## src/rtl/nic_csr_pkg.sv

```systemverilog
`timescale 1ns/1ps
package nic_csr_pkg;
  localparam int unsigned CSR_W = 16;

  localparam logic [3:0] OFF_RXL = 4'd4;
  localparam logic [3:0] OFF_RXH = 4'd5;
  localparam logic [3:0] OFF_TXL = 4'd6;
  localparam logic [3:0] OFF_TXH = 4'd7;
  localparam logic [3:0] OFF_VEC = 4'd8;
  localparam logic [3:0] OFF_CSR = 4'd9;
  localparam int unsigned N_SA_BYTES = 6;

  localparam int unsigned B_RXEN   = 0;
  localparam int unsigned B_SRST   = 1;
  localparam int unsigned B_NXM    = 2;
  localparam int unsigned B_BOOT   = 3;
  localparam int unsigned B_TXINV  = 4;
  localparam int unsigned B_RXINV  = 5;
  localparam int unsigned B_IE     = 6;
  localparam int unsigned B_TXREQ  = 7;
  localparam int unsigned B_ILOOP  = 8;
  localparam int unsigned B_ELOOP  = 9;
  localparam int unsigned B_SANITY = 10;
  localparam int unsigned B_FUSE   = 12;
  localparam int unsigned B_CARR   = 13;
  localparam int unsigned B_RXREQ  = 15;

  typedef struct packed {
    logic sanity;
    logic eloop;
    logic iloop;
    logic ie;
    logic boot;
    logic rxen;
  } ctrl_t;
endpackage

```

## src/rtl/nic_csr_decode.sv

```systemverilog
`timescale 1ns/1ps
module nic_csr_decode
  import nic_csr_pkg::*;
(
  input  logic [3:0] addr_i,
  input  logic       wr_i,
  output logic       we_rxl_o,
  output logic       we_rxh_o,
  output logic       we_txl_o,
  output logic       we_txh_o,
  output logic       we_vec_o,
  output logic       we_csr_o
);
  always_comb begin
    we_rxl_o = wr_i && (addr_i == OFF_RXL);
    we_rxh_o = wr_i && (addr_i == OFF_RXH);
    we_txl_o = wr_i && (addr_i == OFF_TXL);
    we_txh_o = wr_i && (addr_i == OFF_TXH);
    we_vec_o = wr_i && (addr_i == OFF_VEC);
    we_csr_o = wr_i && (addr_i == OFF_CSR);
  end
endmodule

```

## src/rtl/nic_list_ptr.sv

```systemverilog
`timescale 1ns/1ps
module nic_list_ptr #(
  parameter int unsigned LIST_AW = 22
) (
  input  logic               clk_i,
  input  logic               rst_ni,
  input  logic               dev_reset_i,
  input  logic               we_lo_i,
  input  logic               we_hi_i,
  input  logic [15:0]        wdata_i,
  input  logic               eol_i,
  output logic               start_o,
  output logic [LIST_AW-1:0] addr_o,
  output logic               invalid_o
);
  localparam int unsigned HI_W = LIST_AW - 16;

  logic [15:0]     lo_q;
  logic [HI_W-1:0] hi_q;
  logic            start_q, inv_q;
  logic            launch;

  assign launch = we_hi_i && !dev_reset_i;

  always_ff @(posedge clk_i or negedge rst_ni) begin
    if (!rst_ni) begin
      lo_q    <= '0;
      hi_q    <= '0;
      start_q <= 1'b0;
      inv_q   <= 1'b1;
    end else begin
      if (we_lo_i) lo_q <= wdata_i;
      if (we_hi_i) hi_q <= wdata_i[HI_W-1:0];
      start_q <= launch;
      if (dev_reset_i)  inv_q <= 1'b1;
      else if (launch)  inv_q <= 1'b0;  // launch wins over end-of-list
      else if (eol_i)   inv_q <= 1'b1;
    end
  end

  assign start_o   = start_q;
  assign addr_o    = {hi_q, lo_q};
  assign invalid_o = inv_q;

  AST_ABORT_SETS_INVALID: assert property (@(posedge clk_i) disable iff (!rst_ni)
    dev_reset_i |=> (invalid_o && !start_o));
  AST_LAUNCH_CLEARS_INVALID: assert property (@(posedge clk_i) disable iff (!rst_ni)
    (we_hi_i && !dev_reset_i) |=> (start_o && !invalid_o));
  AST_LO_NO_LAUNCH: assert property (@(posedge clk_i) disable iff (!rst_ni)
    (!we_hi_i) |=> !start_o);
  AST_EOL_SETS_INVALID: assert property (@(posedge clk_i) disable iff (!rst_ni)
    (eol_i && !we_hi_i) |=> invalid_o);
endmodule

```

## src/rtl/nic_csr_core.sv

```systemverilog
`timescale 1ns/1ps
module nic_csr_core
  import nic_csr_pkg::*;
(
  input  logic        clk_i,
  input  logic        rst_ni,
  input  logic        we_csr_i,
  input  logic [15:0] wdata_i,
  input  logic        rx_done_i,
  input  logic        tx_done_i,
  input  logic        nxm_err_i,
  output ctrl_t       ctrl_o,
  output logic        srst_o,
  output logic        srst_d_o,
  output logic        rx_req_o,
  output logic        tx_req_o,
  output logic        nxm_o,
  output logic        irq_o
);
  ctrl_t ctrl_q;
  logic  srst_q, rx_req_q, tx_req_q, nxm_q;
  logic  srst_d;

  assign srst_d = we_csr_i ? wdata_i[B_SRST] : srst_q;

  always_ff @(posedge clk_i or negedge rst_ni) begin
    if (!rst_ni) begin
      ctrl_q   <= '0;
      srst_q   <= 1'b0;
      rx_req_q <= 1'b0;
      tx_req_q <= 1'b0;
      nxm_q    <= 1'b0;
    end else begin
      srst_q <= srst_d;
      if (srst_d) begin
        ctrl_q   <= '0;
        rx_req_q <= 1'b0;
        tx_req_q <= 1'b0;
        nxm_q    <= 1'b0;
      end else begin
        if (we_csr_i && !srst_q) begin
          ctrl_q.rxen   <= wdata_i[B_RXEN];
          ctrl_q.boot   <= wdata_i[B_BOOT];
          ctrl_q.ie     <= wdata_i[B_IE];
          ctrl_q.iloop  <= wdata_i[B_ILOOP];
          ctrl_q.eloop  <= wdata_i[B_ELOOP];
          ctrl_q.sanity <= wdata_i[B_SANITY];
        end
        // set wins over write-one-to-clear
        rx_req_q <= rx_done_i || (rx_req_q && !(we_csr_i && wdata_i[B_RXREQ]));
        tx_req_q <= tx_done_i || (tx_req_q && !(we_csr_i && wdata_i[B_TXREQ]));
        nxm_q    <= nxm_q || nxm_err_i;
      end
    end
  end

  assign ctrl_o   = ctrl_q;
  assign srst_o   = srst_q;
  assign srst_d_o = srst_d;
  assign rx_req_o = rx_req_q;
  assign tx_req_o = tx_req_q;
  assign nxm_o    = nxm_q;
  assign irq_o    = ctrl_q.ie && (rx_req_q || tx_req_q || nxm_q);

  AST_RXREQ_SET: assert property (@(posedge clk_i) disable iff (!rst_ni)
    (rx_done_i && !srst_d) |=> rx_req_o);
  AST_TXREQ_SET: assert property (@(posedge clk_i) disable iff (!rst_ni)
    (tx_done_i && !srst_d) |=> tx_req_o);
  AST_RXREQ_W1C: assert property (@(posedge clk_i) disable iff (!rst_ni)
    (we_csr_i && wdata_i[B_RXREQ] && !rx_done_i) |=> !rx_req_o);
  AST_NXM_STICKY: assert property (@(posedge clk_i) disable iff (!rst_ni)
    (nxm_o && !srst_d) |=> nxm_o);
  AST_SRST_CLEARS: assert property (@(posedge clk_i) disable iff (!rst_ni)
    srst_d |=> (!rx_req_o && !tx_req_o && !nxm_o && ctrl_o == '0 && srst_o));
endmodule

```

## src/rtl/nic_csr.sv

```systemverilog
`timescale 1ns/1ps
module nic_csr
  import nic_csr_pkg::*;
#(
  parameter int unsigned LIST_AW = 22
) (
  input  logic               clk_i,
  input  logic               rst_ni,
  input  logic [3:0]         addr_i,
  input  logic               wr_i,
  input  logic [15:0]        wdata_i,
  output logic [15:0]        rdata_o,
  input  logic [47:0]        station_addr_i,
  input  logic               rx_done_i,
  input  logic               tx_done_i,
  input  logic               nxm_err_i,
  input  logic               rx_eol_i,
  input  logic               tx_eol_i,
  input  logic               carrier_i,
  input  logic               fuse_ok_i,
  output logic               irq_o,
  output logic [15:0]        vector_o,
  output logic               rx_en_o,
  output logic               boot_sel_o,
  output logic               int_loop_o,
  output logic               ext_loop_o,
  output logic               sanity_en_o,
  output logic               dev_reset_o,
  output logic               rx_start_o,
  output logic [LIST_AW-1:0] rx_list_addr_o,
  output logic               tx_start_o,
  output logic [LIST_AW-1:0] tx_list_addr_o
);
  logic  we_rxl, we_rxh, we_txl, we_txh, we_vec, we_csr;
  ctrl_t ctrl;
  logic  srst_q, srst_d, rx_req, tx_req, nxm;
  logic  rx_inv, tx_inv;
  logic  ev_rx_done, ev_tx_done, ev_nxm;
  logic [15:0] vec_q, csr_word;
  logic [7:0]  sa_byte [N_SA_BYTES];

  nic_csr_decode u_dec (
    .addr_i(addr_i), .wr_i(wr_i),
    .we_rxl_o(we_rxl), .we_rxh_o(we_rxh), .we_txl_o(we_txl),
    .we_txh_o(we_txh), .we_vec_o(we_vec), .we_csr_o(we_csr)
  );

  // events ignored while held in self-reset
  assign ev_rx_done = rx_done_i && !srst_q;
  assign ev_tx_done = tx_done_i && !srst_q;
  assign ev_nxm     = nxm_err_i && !srst_q;

  nic_csr_core u_core (
    .clk_i(clk_i), .rst_ni(rst_ni), .we_csr_i(we_csr), .wdata_i(wdata_i),
    .rx_done_i(ev_rx_done), .tx_done_i(ev_tx_done), .nxm_err_i(ev_nxm),
    .ctrl_o(ctrl), .srst_o(srst_q), .srst_d_o(srst_d),
    .rx_req_o(rx_req), .tx_req_o(tx_req), .nxm_o(nxm), .irq_o(irq_o)
  );

  nic_list_ptr #(.LIST_AW(LIST_AW)) u_rx_list (
    .clk_i(clk_i), .rst_ni(rst_ni), .dev_reset_i(srst_d),
    .we_lo_i(we_rxl), .we_hi_i(we_rxh), .wdata_i(wdata_i), .eol_i(rx_eol_i),
    .start_o(rx_start_o), .addr_o(rx_list_addr_o), .invalid_o(rx_inv)
  );

  nic_list_ptr #(.LIST_AW(LIST_AW)) u_tx_list (
    .clk_i(clk_i), .rst_ni(rst_ni), .dev_reset_i(srst_d),
    .we_lo_i(we_txl), .we_hi_i(we_txh), .wdata_i(wdata_i), .eol_i(tx_eol_i),
    .start_o(tx_start_o), .addr_o(tx_list_addr_o), .invalid_o(tx_inv)
  );

  always_ff @(posedge clk_i or negedge rst_ni) begin
    if (!rst_ni)     vec_q <= '0;
    else if (we_vec) vec_q <= wdata_i;
  end

  for (genvar k = 0; k < N_SA_BYTES; k++) begin : g_sa
    assign sa_byte[k] = station_addr_i[8*k +: 8];
  end

  always_comb begin
    csr_word           = '0;
    csr_word[B_RXEN]   = ctrl.rxen;
    csr_word[B_SRST]   = srst_q;
    csr_word[B_NXM]    = nxm;
    csr_word[B_BOOT]   = ctrl.boot;
    csr_word[B_TXINV]  = tx_inv;
    csr_word[B_RXINV]  = rx_inv;
    csr_word[B_IE]     = ctrl.ie;
    csr_word[B_TXREQ]  = tx_req;
    csr_word[B_ILOOP]  = ctrl.iloop;
    csr_word[B_ELOOP]  = ctrl.eloop;
    csr_word[B_SANITY] = ctrl.sanity;
    csr_word[B_FUSE]   = fuse_ok_i;
    csr_word[B_CARR]   = carrier_i;
    csr_word[B_RXREQ]  = rx_req;
  end

  always_comb begin
    rdata_o = '0;
    if (addr_i < 4'(N_SA_BYTES))  rdata_o = {8'h00, sa_byte[addr_i[2:0]]};
    else if (addr_i == OFF_VEC)   rdata_o = vec_q;
    else if (addr_i == OFF_CSR)   rdata_o = csr_word;
  end

  assign vector_o    = vec_q;
  assign rx_en_o     = ctrl.rxen;
  assign boot_sel_o  = ctrl.boot;
  assign int_loop_o  = ctrl.iloop;
  assign ext_loop_o  = ctrl.eloop;
  assign sanity_en_o = ctrl.sanity;
  assign dev_reset_o = srst_q;

  AST_NO_LAUNCH_IN_RESET: assert property (@(posedge clk_i) disable iff (!rst_ni)
    dev_reset_o |-> (!rx_start_o && !tx_start_o));
  AST_VEC_KEPT: assert property (@(posedge clk_i) disable iff (!rst_ni)
    !we_vec |=> $stable(vector_o));
  AST_EVENT_IGNORED_IN_RESET: assert property (@(posedge clk_i) disable iff (!rst_ni)
    (dev_reset_o && $past(dev_reset_o)) |-> !irq_o);
endmodule

```

## config.mk

```make
export PLATFORM = sky130hd
export DESIGN_NAME = nic_csr
export DESIGN_NICKNAME = d
export VERILOG_FILES = /design/src/rtl/nic_csr_pkg.sv /design/src/rtl/nic_csr_decode.sv /design/src/rtl/nic_list_ptr.sv /design/src/rtl/nic_csr_core.sv /design/src/rtl/nic_csr.sv
export SDC_FILE = /design/constraint.sdc
export NUM_CORES = 1
export LEC_CHECK = 0
export BUFFER_PORTS_ARGS = -buffer_cell sky130_fd_sc_hd__buf_4
export CELL_PAD_IN_SITES_DETAIL_PLACEMENT = 1
export CELL_PAD_IN_SITES_GLOBAL_PLACEMENT = 1
export CORE_AREA = 4 4 103 105
export DETAILED_ROUTE_END_ITERATION = 7
export DIE_AREA = 0 0 107 109
export PLACE_DENSITY = 0.93
export SLEW_MARGIN = 5
export SYNTH_ARGS = -nofsm -noshare
export SYNTH_HDL_FRONTEND = slang
export SYNTH_SLANG_ARGS = --single-unit
export TNS_END_PERCENT = 5
```

## constraint.sdc

```tcl
create_clock -name clk_i -period 3.2 [get_ports clk_i]
set_input_delay 0.32 -clock clk_i [delete_from_list [all_inputs] [get_ports clk_i]]
set_output_delay 0.32 -clock clk_i [all_outputs]
set_load 0.01 [all_outputs]
```

Word level (Yosys, flattened, before mapping). Cells that the tools add are included.

Bits in registers: 74. Word-level logic and storage cells: 75. Input bits: 78.

Eq/ne operators: 6. Magnitude comparators: 2. Bitwise logic cells: 1. Muxes and demuxes: 18. Reduce and logical (&&, ||, !) cells: 29.

Operator list (count): 2-to-1 mux 16 bit (3); binary-select mux 8 bit (select 3 bit) (1); logical AND 1 bit (17); equality test 4 x 3 -> 1 bit, second input constant (4); 2-to-1 mux 8 bit (2); 2-to-1 mux 6 bit (2); 2-to-1 mux 1 bit (10); equality test 4 bit, second input constant (2); nonzero test 3 bit (2); logical OR 1 bit (5); >= comparator 4 bit, second input constant (1); logical NOT 1 bit (4); < comparator 4 x 3 -> 1 bit, second input constant (1); NOT 3 -> 4 bit (1); nonzero test 2 bit (1).

Longest topological paths before layout. Gate-level depths: netlist of the first run.

Word-level depth: 7. Depth in mapped cells: 6. Gate-level depth less buffers: 3.

Cells and area by module. A second synthesis of the first run with hierarchy kept.

Cells, all modules: 273. Area total of the unflattened synthesis: 3647.2 um2.

Modules (own cells, without submodules): nic_list_ptr (seq. area each 601.8 um2, cells each 52, area each 940.9 um2, instances 2); nic_csr (seq. area each 400.4 um2, cells each 113, area each 1249.9 um2, instances 1); nic_csr_core (seq. area each 250.2 um2, cells each 45, area each 431.7 um2, instances 1); nic_csr_decode (seq. area each 0.0 um2, cells each 11, area each 83.8 um2, instances 1).

Worst setup path after synthesis of the first run. OpenSTA, ideal clock, no wires.

Path kind: input -> output. Start: input addr_i[3]. End: output rdata_o[11]. Cell stages on the path: 4. Data required time: 2.880 ns. Path buffers: 2. Arrival time: 1.442 ns. Slack: 1.438 ns. Path through: buf_2 -> or3b_2 -> clkbuf_1 -> nor3b_1.

Longest elaborated chain between the ends: 3. Elaborated cells on any way between the ends: 4.

RTL lines: from (decl) (RTL line nic_csr.sv:9) `input logic [3:0] addr_i,`; branches (longest 2 deep; another with < comparator 4 x 3 -> 1 bit); 2-to-1 mux 16 bit * (RTL line nic_csr.sv:101) `if (addr_i < 4'(N_SA_BYTES)) rdata_o = {8'h00, sa_byte[addr_i[2:0]]};`; to (decl) (RTL line nic_csr.sv:12) `output logic [15:0] rdata_o,`.

Every way passes the cells marked *.

Worst setup path in the final report of the first run.
Start: input addr_i[0]. End: output rdata_o[4].

Longest elaborated chain between the ends: 5. Elaborated cells on any way between the ends: 10.

RTL lines (RTL line): NOT 3 -> 4 bit (implied by the code) (nic_csr.sv:101); binary-select mux 8 bit (select 3 bit) (nic_csr.sv:101); 2-to-1 mux 8 bit (implied by the code) (2 in series) (nic_csr.sv:101); 2-to-1 mux 16 bit * (nic_csr.sv:101).

Mark *: on every way between the ends. The rest lies on a longest branch, timed or not. The select of a mux whose other input is x is not followed.

==> results.sh, run 1 <==
export IMPL_final_cells=589
export IMPL_grt_pass1_wl_um=18700
export IMPL_totalPowerFinal_mw=2.81
export IMPL_clockBufferDepth=2
export IMPL_worstSetupPathType="input port to primary output"
export IMPL_hold_class="input port to async pin"
export IMPL_synthArstFlopShare_pct=100
export IMPL_start_util_pct=38.7
export IMPL_clock_sinks=74
export IMPL_netlist_cell_type_count=43
export IMPL_hold_buffers=0
export IMPL_syn_instance_count=296
export IMPL_setup_viol_count_final=0
export IMPL_routed_top_layer="met4"
export IMPL_route_detailed_drc=0
export IMPL_max_vdd_ir_drop_uv=346
export IMPL_worstPathRequired_ns=2.88
export IMPL_period_minus_slack_ns=2.31
export IMPL_rows=36
export IMPL_route_vias_total=3114
export IMPL_setup_tns_ns=0
export IMPL_synth_ff_type="dfrtp_1"
export IMPL_grtUsageTotal_pct=20.8
export IMPL_critPathMaxFanout=32
export IMPL_status="finished clean"
export IMPL_dpl_hpwl_um=9180
export IMPL_cts_htree_levels=3
export IMPL_post_cts_setup_buffers=0
export IMPL_wl_met2_um=5950
export IMPL_die_h_um=109
export IMPL_cts_tree="built"
export IMPL_critPathArrivalTime_ns=1.99
export IMPL_n_antenna_cell=0
export IMPL_die_area_um2=11700
export IMPL_place_area_um2=5010
export IMPL_cp_end_kind="primary output"
export IMPL_drt_pass1_iterations=4
export IMPL_drt_wirelength_per_cell_um=20.3
export IMPL_ios=163
export IMPL_grt_antenna_before_repair=0
export IMPL_timing_rr_start="u_core.srst_o"
export IMPL_start_kind="input port"
export IMPL_design_area_um2=5190
export IMPL_place_congestion=0.827
export IMPL_max_freq_mhz=432
export IMPL_syn_cell_area_um2=3730
export IMPL_synth_seq_area_share_pct=49.7
export IMPL_worstMarginPinSlew_ns=0.936
export IMPL_synth_edf_count=0
export IMPL_ant_nets=0
export IMPL_path_clk_slew_ns=0.07
export IMPL_finalClockSkew_ns=0.00194
export IMPL_grt_pass1_vias=3449
export IMPL_timing_hold_ws_ns=0.103
export IMPL_initialDrtViolationCount=125
export IMPL_cts_buffers=9
export IMPL_p_leak_nw=2.57
export IMPL_wl_um=11900
export IMPL_cts_root_buf="clkbuf_8"
export IMPL_viasPerCell=5.29
export IMPL_powerDensity_nw_per_um2=542
export IMPL_num_nets_final=529
export IMPL_final_cell_mix="buf_4, dfrtp_1, mux2_2"
export IMPL_port_buffers=162
export IMPL_cts_resized=0
export IMPL_layout_commonest_cell="buf_4"
export IMPL_synth_area_leader_cell="dfrtp_1"
export IMPL_period_share_pct=72.3
export IMPL_core_um2=9640
export IMPL_hold_viol=0
export IMPL_grt_overflow_total=0
export IMPL_postSynthAreaPerCell_um2=12.6
export IMPL_synth_top_cell_area_share_pct=48.3
export IMPL_ys_ff_latch=74
export IMPL_startpoint="addr_i[0]"
export IMPL_die_w_um=107
export IMPL_drive_gt1_share_pct=53.1
export IMPL_grt_max_degree=75
export IMPL_syn_nets=374
export IMPL_clk_latency_ns=0.35
export IMPL_drv_cap=0
export IMPL_syn2layout_area_growth_pct=39.1
export IMPL_slew_viol_final=0
export IMPL_met3RoutedLength_um=998
export IMPL_yosysWarnings=0
export IMPL_m1WireLength_um=4710
export IMPL_rsz0062_at_grt="no"
export IMPL_slew_headroom_pct=37.1
export IMPL_yosys_top_cells_area="dfrtp_1, mux2_2, mux2i_1, mux2_1, nand4_1"
export IMPL_placed_cells_incl_taps=573
critical path, cell delays in order:
cell and delay, ns:
buf_4 0.27, nor3_1 0.83, a22oi_1 0.17, and3_1 0.24, buf_4 0.15
cell usage after synthesis (2+ instances only):
cell,instances
or2_2,2
clkbuf_1,5
o211ai_1,6
dfrtp_1,72
and3b_1,2
buf_6,3
nand2_1,9
mux2_1,10
a211oi_1,2
o21ai_0,8
nor2_1,8
a22oi_1,8
nand3_1,6
buf_4,4
nand2_2,2
a21o_1,2
buf_2,7
dfstp_2,2
nor3b_1,3
and3_1,9
a21oi_1,2
mux2i_1,38
o211a_1,2
nand4_1,12
nor3b_2,2
a211o_1,3
mux2_2,50
and4b_1,2
logic make-up after synthesis:
kind of cell / Yosys count / synth area share [%]
muxes: 98 / 28.3
DFF: 74 / 49.7
and+or+nand+nor: 66 / 11.4
AOI/OAI and AO/OA: 37 / 7.28
buffers and inverters: 21 / 3.35
final timing paths:
check	to	slack, ns	cells past startpoint
worst max-delay path	rdata_o[4]	0.89	5
worst min-delay path	u_tx_list.lo_q[9]	0.10	1
worst max register to register	u_core.rx_req_o	1.51	3
worst min register to register	u_tx_list.lo_q[11]	0.49	1
max in group asynchronous	u_tx_list.start_o	2.50	1
min in group clk_i	u_core.tx_req_o	0.18	2
per-layer routing:
layer  track usage, %  up-vias
li1                 -     1417
met5                0        -
met2             36.6      128
met4             7.85        0
met3             7.34       20
met1             23.3     1549
stage by stage:
step | utilization (%) | worst slack (ns)
floorplan | - | 1.44
CTS | 53.8 | 0.880
detailed placement | 51.9 | 0.868
global placement | 51.9 | 1.05
global route | 53.8 | 0.698
finish | 53.8 | 0.885
registers in the layout, summed over array words and instances (netlist names):
name	count
u_rx_list.lo_q	16
u_tx_list.lo_q	16
vector_o	16
u_core.ctrl_o	6
u_rx_list.hi_q	6
u_tx_list.hi_q	6
u_core.nxm_o	1
u_core.rx_req_o	1
u_core.srst_o	1
u_core.tx_req_o	1
u_rx_list.invalid_o	1
u_rx_list.start_o	1
u_tx_list.invalid_o	1
u_tx_list.start_o	1
power breakdown:
| part | total (mW) | internal, mW | switching [mW] | leakage (nW) |
|---|---|---|---|---|
| clock | 0.670 | 0.343 | 0.327 | 0.0965 |
| sequential | 1.27 | 1.13 | 0.140 | 0.913 |
| combinational | 0.871 | 0.488 | 0.383 | 1.56 |
| total | 2.81 | 1.96 | 0.850 | 2.57 |
final cells by class:
type | count | area, um^2
Fill cell | 1080 | 4450
Sequential cell | 74 | 1850
Multi-Input combinational cell | 201 | 1750
Timing Repair Buffer | 164 | 1230
Clock buffer | 14 | 173
Tap cell | 133 | 166
Clock inverter | 2 | 10.0
Inverter | 1 | 3.75
No activity file was read; power rests on OpenSTA's default activity.
==> inputs of run 2 (changes only) <==
--- a/config.mk
+++ b/config.mk
@@ -8,10 +8,10 @@
 export BUFFER_PORTS_ARGS = -buffer_cell sky130_fd_sc_hd__buf_4
 export CELL_PAD_IN_SITES_DETAIL_PLACEMENT = 1
 export CELL_PAD_IN_SITES_GLOBAL_PLACEMENT = 1
-export CORE_AREA = 4 4 103 105
+export CORE_AREA = 4 4 107 109
 export DETAILED_ROUTE_END_ITERATION = 7
-export DIE_AREA = 0 0 107 109
-export PLACE_DENSITY = 0.93
+export DIE_AREA = 0 0 111 113
+export PLACE_DENSITY = 0.88
 export SLEW_MARGIN = 5
 export SYNTH_ARGS = -nofsm -noshare
 export SYNTH_HDL_FRONTEND = slang
==> constraint.sdc (replaced) <==
create_clock -name clk_i -period 2.2 [get_ports clk_i]
set_input_delay 0.22 -clock clk_i [delete_from_list [all_inputs] [get_ports clk_i]]
set_output_delay 0.22 -clock clk_i [all_outputs]
set_load 0.01 [all_outputs]
==> run 2 against run 1 <==
Compared with the run above:
- final cell count rose by 2.4%
- count of clock-buffer cells in the layout fell by 2
- flip-flop and latch count did not move
- utilization fell by 3.7 points
- sequential share of layout area fell by 0.88 points
- clock skew rose by 0.00069 ns
- die area rose by 7.5%
- global-route usage fell by 1.5 points
- register-to-register slack got worse by 0.75 ns
- critical endpoint is now rdata_o[11]
- highest routed layer unchanged
==> results.sh, run 2 (same netlist as run 1, synthesis figures left out) <==
export IMPL_status="finished clean"
export IMPL_n_antenna_cell=0
export IMPL_route_vias_total=3132
export IMPL_clkPwrFrac_pct=28.4
export IMPL_clockBufferDepth=2
export IMPL_cp_end_kind="primary output"
export IMPL_crit_top_cell="buf_4"
export IMPL_grt_overflow_total=0
export IMPL_slew_viol_final=0
export IMPL_critPathArrivalTime_ns=1.52
export IMPL_rsz0062_at_grt="no"
export IMPL_drt_wirelength_per_cell_um=19.7
export IMPL_p_sw_share_pct=29.1
export IMPL_cts_htree_levels=3
export IMPL_worstMarginPinSlew_ns=0.640
export IMPL_fillers=1135
export IMPL_clk_latency_ns=0.36
export IMPL_place_area_um2=5070
export IMPL_path_clk_slew_ns=0.08
export IMPL_worstPathRequired_ns=1.98
export IMPL_viasPerCell=5.19
export IMPL_ant_nets=0
export IMPL_drv_cap=0
export IMPL_final_setup_worst_slack_ns=0.464
export IMPL_slew_headroom_pct=57.3
export IMPL_start_kind="input port"
export IMPL_wl_um=11900
export IMPL_period_share_pct=78.9
export IMPL_cts_buffers=9
export IMPL_dpl_hpwl_um=9020
export IMPL_max_vdd_ir_drop_uv=529
export IMPL_totalPowerFinal_mw=4.37
export IMPL_powerDensity_nw_per_um2=821
export IMPL_final_util_pct=50.2
export IMPL_hold_class="input port to register"
export IMPL_hold_viol=0
export IMPL_seq_area_um2=1850
export IMPL_syn2layout_area_growth_pct=42.6
export IMPL_cts_tree="built"
export IMPL_place_congestion=0.876
export IMPL_die_w_um=111
export IMPL_clock_sinks=74
export IMPL_worst_path_largest_cell_delay_ns=0.66
export IMPL_cts_root_buf="clkbuf_8"
export IMPL_design_area_um2=5320
export IMPL_period_minus_slack_ns=1.74
export IMPL_grt_pass1_vias=3453
export IMPL_grt_antenna_before_repair=0
export IMPL_intPower_mw=3.10
export IMPL_final_cells=603
export IMPL_grt_pass1_wl_um=19100
export IMPL_grt_max_degree=48
export IMPL_combinationalPowerShare_pct=29.3
export IMPL_cp_slowest_cell="or3b_2"
export IMPL_initialDrtViolationCount=85
export IMPL_p_leak_nw=2.63
export IMPL_drive_gt1_share_pct=54.0
export IMPL_cts_resized=0
export IMPL_route_detailed_drc=0
export IMPL_pre_cts_ws_ns=0.461
export IMPL_setup_tns_ns=0
export IMPL_num_nets_final=536
export IMPL_p_seq_share_pct=42.2
export IMPL_cp_cell_sequence="buf_4, or3b_2, nor3b_1, buf_4"
export IMPL_multi_input_area_um2=1750
export IMPL_ios=163
export IMPL_grtUsageTotal_pct=19.4
export IMPL_drt_pass1_iterations=4
export IMPL_port_buffers=162
export IMPL_max_freq_mhz=576
export IMPL_setup_viol_count_final=0
export IMPL_layout_commonest_cell="buf_4"
export IMPL_critPathMaxFanout=26
export IMPL_die_h_um=113
export IMPL_worstSetupPathType="input port to primary output"
export IMPL_core_um2=10600
export IMPL_die_area_um2=12500
export IMPL_switchingPower_mw=1.27
export IMPL_start_util_pct=35.2
export IMPL_finalClockSkew_ns=0.00262
export IMPL_timing_hold_ws_ns=0.0707
export IMPL_placed_cells_incl_taps=586
export IMPL_rows=38
export IMPL_final_cell_mix="buf_4, dfrtp_1, mux2_2"
==> run 2: what timing repair did <==
action	CTS	global route
setup buffers	0	0
hold endpoints to repair	46	0
hold buffers	1	0
==> run 2: power groups by stage <==
stage | clock, mW | sequential (mW) | combinational, mW
2_1_floorplan | 0 | 1.95 | 0.442
3_3_place_gp | 0 | 1.85 | 1.26
3_5_place_dp | 0 | 1.87 | 1.30
4_1_cts | 1.27 | 1.85 | 1.30
5_1_grt | 1.33 | 1.89 | 1.39
6_report | 1.24 | 1.84 | 1.28
==> run 2: area by class of cell <==
cell class,count,area share [%]
sequential,74,34.8
clock inverter,4,1.36
tap,140,3.29
clock buffer,12,3.10
timing repair buffer,171,24.4
inverter,1,0.0705
multi-input combinational,201,32.9
==> run 2: path summary, 6_finish.rpt <==
check | startpoint | to | slack (ns) | depth (start not counted)
worst max-delay path | addr_i[1] | rdata_o[11] | 0.46 | 4
worst min-delay path | rx_done_i | u_core.rx_req_o | 0.07 | 2
worst max register to register | u_core.srst_o | u_core.rx_req_o | 0.76 | 4
worst min register to register | u_tx_list.lo_q[8] | u_tx_list.lo_q[8] | 0.50 | 1
max in group asynchronous | rst_ni | u_rx_list.invalid_o | 1.11 | 3
min in group asynchronous | rst_ni | vector_o[9] | 0.43 | 2
==> run 2: critical path, delay by kind of cell <==
| family | cells | cell delay, ns |
|---|---|---|
| and+or+nand+nor | 2 | 0.91 |
| buffers and inverters | 2 | 0.38 |
==> run 2: routing by layer <==
layer	vias up	share of wire (%)	GRT usage [%]
met5	-	0	0
met4	0	1.6	7.22
met3	13	7.8	5.94
met2	128	49	33.1
met1	1567	42	23.0
li1	1424	-	-
==> inputs of run 3 (changes only) <==
==> constraint.sdc (replaced) <==
create_clock -name clk_i -period 1.7 [get_ports clk_i]
set_input_delay 0.17 -clock clk_i [delete_from_list [all_inputs] [get_ports clk_i]]
set_output_delay 0.17 -clock clk_i [all_outputs]
set_load 0.01 [all_outputs]
==> run 3 against run 2 <==
Compared with the run above:
- largest power group unchanged
- clock skew grew 0.0034 ns
- final area grew 1.0%
- die area is the same
- via count grew 0.13%
- total power grew 21%
- sequential power grew 29%
- clock power is essentially flat
- count of clock-buffer cells in the layout is the same
- final cell count grew 1.7%
- routed wire length grew 2.6%
- combinational power grew 33%
- worst hold slack lost 0.047 ns
==> results.sh, run 3 (same netlist as run 1, synthesis figures left out) <==
export IMPL_initialDrtViolationCount=131
export IMPL_syn2layout_area_growth_pct=44.1
export IMPL_design_area_um2=5380
export IMPL_path_clk_slew_ns=0.07
export IMPL_clk_latency_ns=0.35
export IMPL_num_nets_final=547
export IMPL_start_util_pct=35.2
export IMPL_switchingPower_mw=1.61
export IMPL_max_vdd_ir_drop_uv=602
export IMPL_intPower_mw=3.69
export IMPL_p_seq_share_pct=44.9
export IMPL_timing_rr_start="u_core.srst_o"
export IMPL_critPathArrivalTime_ns=1.41
export IMPL_place_area_um2=5180
export IMPL_worstMarginPinSlew_ns=0.432
export IMPL_finalClockSkew_ns=0.00604
export IMPL_slew_headroom_pct=71.2
export IMPL_grt_max_degree=32
export IMPL_clock_sinks=74
export IMPL_route_vias_total=3136
export IMPL_drt_pass1_iterations=4
export IMPL_rows=38
export IMPL_final_util_pct=50.7
export IMPL_totalPowerFinal_mw=5.31
export IMPL_grt_antenna_before_repair=0
export IMPL_period_share_pct=93.1
export IMPL_critPathMaxFanout=9
export IMPL_p_sw_share_pct=30.4
export IMPL_hold_viol=0
export IMPL_setup_viol_count_final=0
export IMPL_cts_htree_levels=3
export IMPL_rsz0062_at_grt="no"
export IMPL_cts_root_buf="clkbuf_8"
export IMPL_pre_cts_ws_ns=0.133
export IMPL_die_w_um=111
export IMPL_worstSetupPathType="input port to primary output"
export IMPL_final_cells=613
export IMPL_combinationalPowerShare_pct=32.1
export IMPL_clkPwrFrac_pct=23.0
export IMPL_grtUsageTotal_pct=19.6
export IMPL_max_freq_mhz=632
export IMPL_timing_hold_ws_ns=0.0241
export IMPL_clockBufferDepth=2
export IMPL_status="finished clean"
export IMPL_grt_pass1_wl_um=19500
export IMPL_slew_viol_final=0
export IMPL_grt_overflow_total=0
export IMPL_port_buffers=162
export IMPL_fillers=1147
export IMPL_placed_cells_incl_taps=595
export IMPL_viasPerCell=5.12
export IMPL_ant_nets=0
export IMPL_cp_end_kind="primary output"
export IMPL_route_detailed_drc=0
export IMPL_powerDensity_nw_per_um2=987
export IMPL_layout_commonest_cell="buf_4"
export IMPL_core_um2=10600
export IMPL_die_h_um=113
export IMPL_drv_cap=0
export IMPL_grt_pass1_vias=3511
export IMPL_period_minus_slack_ns=1.58
export IMPL_drt_wirelength_per_cell_um=19.9
export IMPL_wl_um=12200
export IMPL_startpoint="addr_i[1]"
export IMPL_cts_tree="built"
export IMPL_dpl_hpwl_um=9340
export IMPL_ios=163
export IMPL_multi_input_area_um2=1750
export IMPL_final_setup_worst_slack_ns=0.117
export IMPL_n_antenna_cell=0
export IMPL_seq_area_um2=1860
export IMPL_hold_class="input port to register"
export IMPL_die_area_um2=12500
export IMPL_worstHoldStart="rx_done_i"
export IMPL_setup_tns_ns=0
export IMPL_worstPathRequired_ns=1.53
export IMPL_p_leak_nw=2.67
export IMPL_drive_gt1_share_pct=55.0
export IMPL_place_congestion=0.933
export IMPL_final_cell_mix="buf_4, dfrtp_1, mux2_2"
export IMPL_start_kind="input port"
export IMPL_cts_buffers=9
[run 3: cell count changes in the layout (fill, tap and decap cells not counted)]
cell,delta
buf_4,+8
buf_12,+3
bufinv_16,-2
clkinv_2,+2
clkbuf_1,+1
clkbuf_8,-1
clkinvlp_4,-1
dfrtp_1,-1
dfrtp_2,+1
[run 3: timing repair]
| item | CTS | global route |
|---|---|---|
| gates resized for setup | 0 | 1 |
| endpoints found under the setup margin | 0 | 1 |
| setup buffers | 0 | 2 |
| hold buffers | 1 | 0 |
| hold endpoints to repair | 29 | 0 |
[run 3: worst paths after layout]
path	cells past startpoint	to	slack, ns
worst min-delay path	2	u_core.rx_req_o	0.02
worst max register to register	3	u_rx_list.start_o	0.45
worst min register to register	1	u_tx_list.lo_q[10]	0.49
max in group asynchronous	3	u_tx_list.lo_q[1]	0.78
min in group asynchronous	2	u_core.ctrl_o[4]	0.30
worst max-delay path	4	rdata_o[14]	0.12
[run 3: power groups by stage]
stage	Combinational, mW	Sequential (mW)	Clock [mW]
finish	1.70	2.38	1.22
global route	1.85	2.43	1.33
CTS	1.71	2.39	1.26
detailed placement	1.70	2.42	0
global placement	1.64	2.39	0
floorplan	0.573	2.53	0
[run 3: critical path, cell delays in order]
cell,delay (ns)
buf_4,0.15
or3b_2,0.62
nor3b_1,0.29
buf_4,0.18
[run 3: metal layers]
metal | share of wire, % | track usage, %
met5 | 0 | 0
met4 | 1.3 | 6.57
met2 | 51 | 35.1
met3 | 8.1 | 6.42
met1 | 39 | 22.1
[run 3: layout make-up]
class	instances	area share, %
tap	140	3.26
clock inverter	3	0.279
timing repair buffer	182	26.4
inverter	1	0.0698
clock buffer	12	2.89
multi-input combinational	201	32.6
sequential	74	34.5
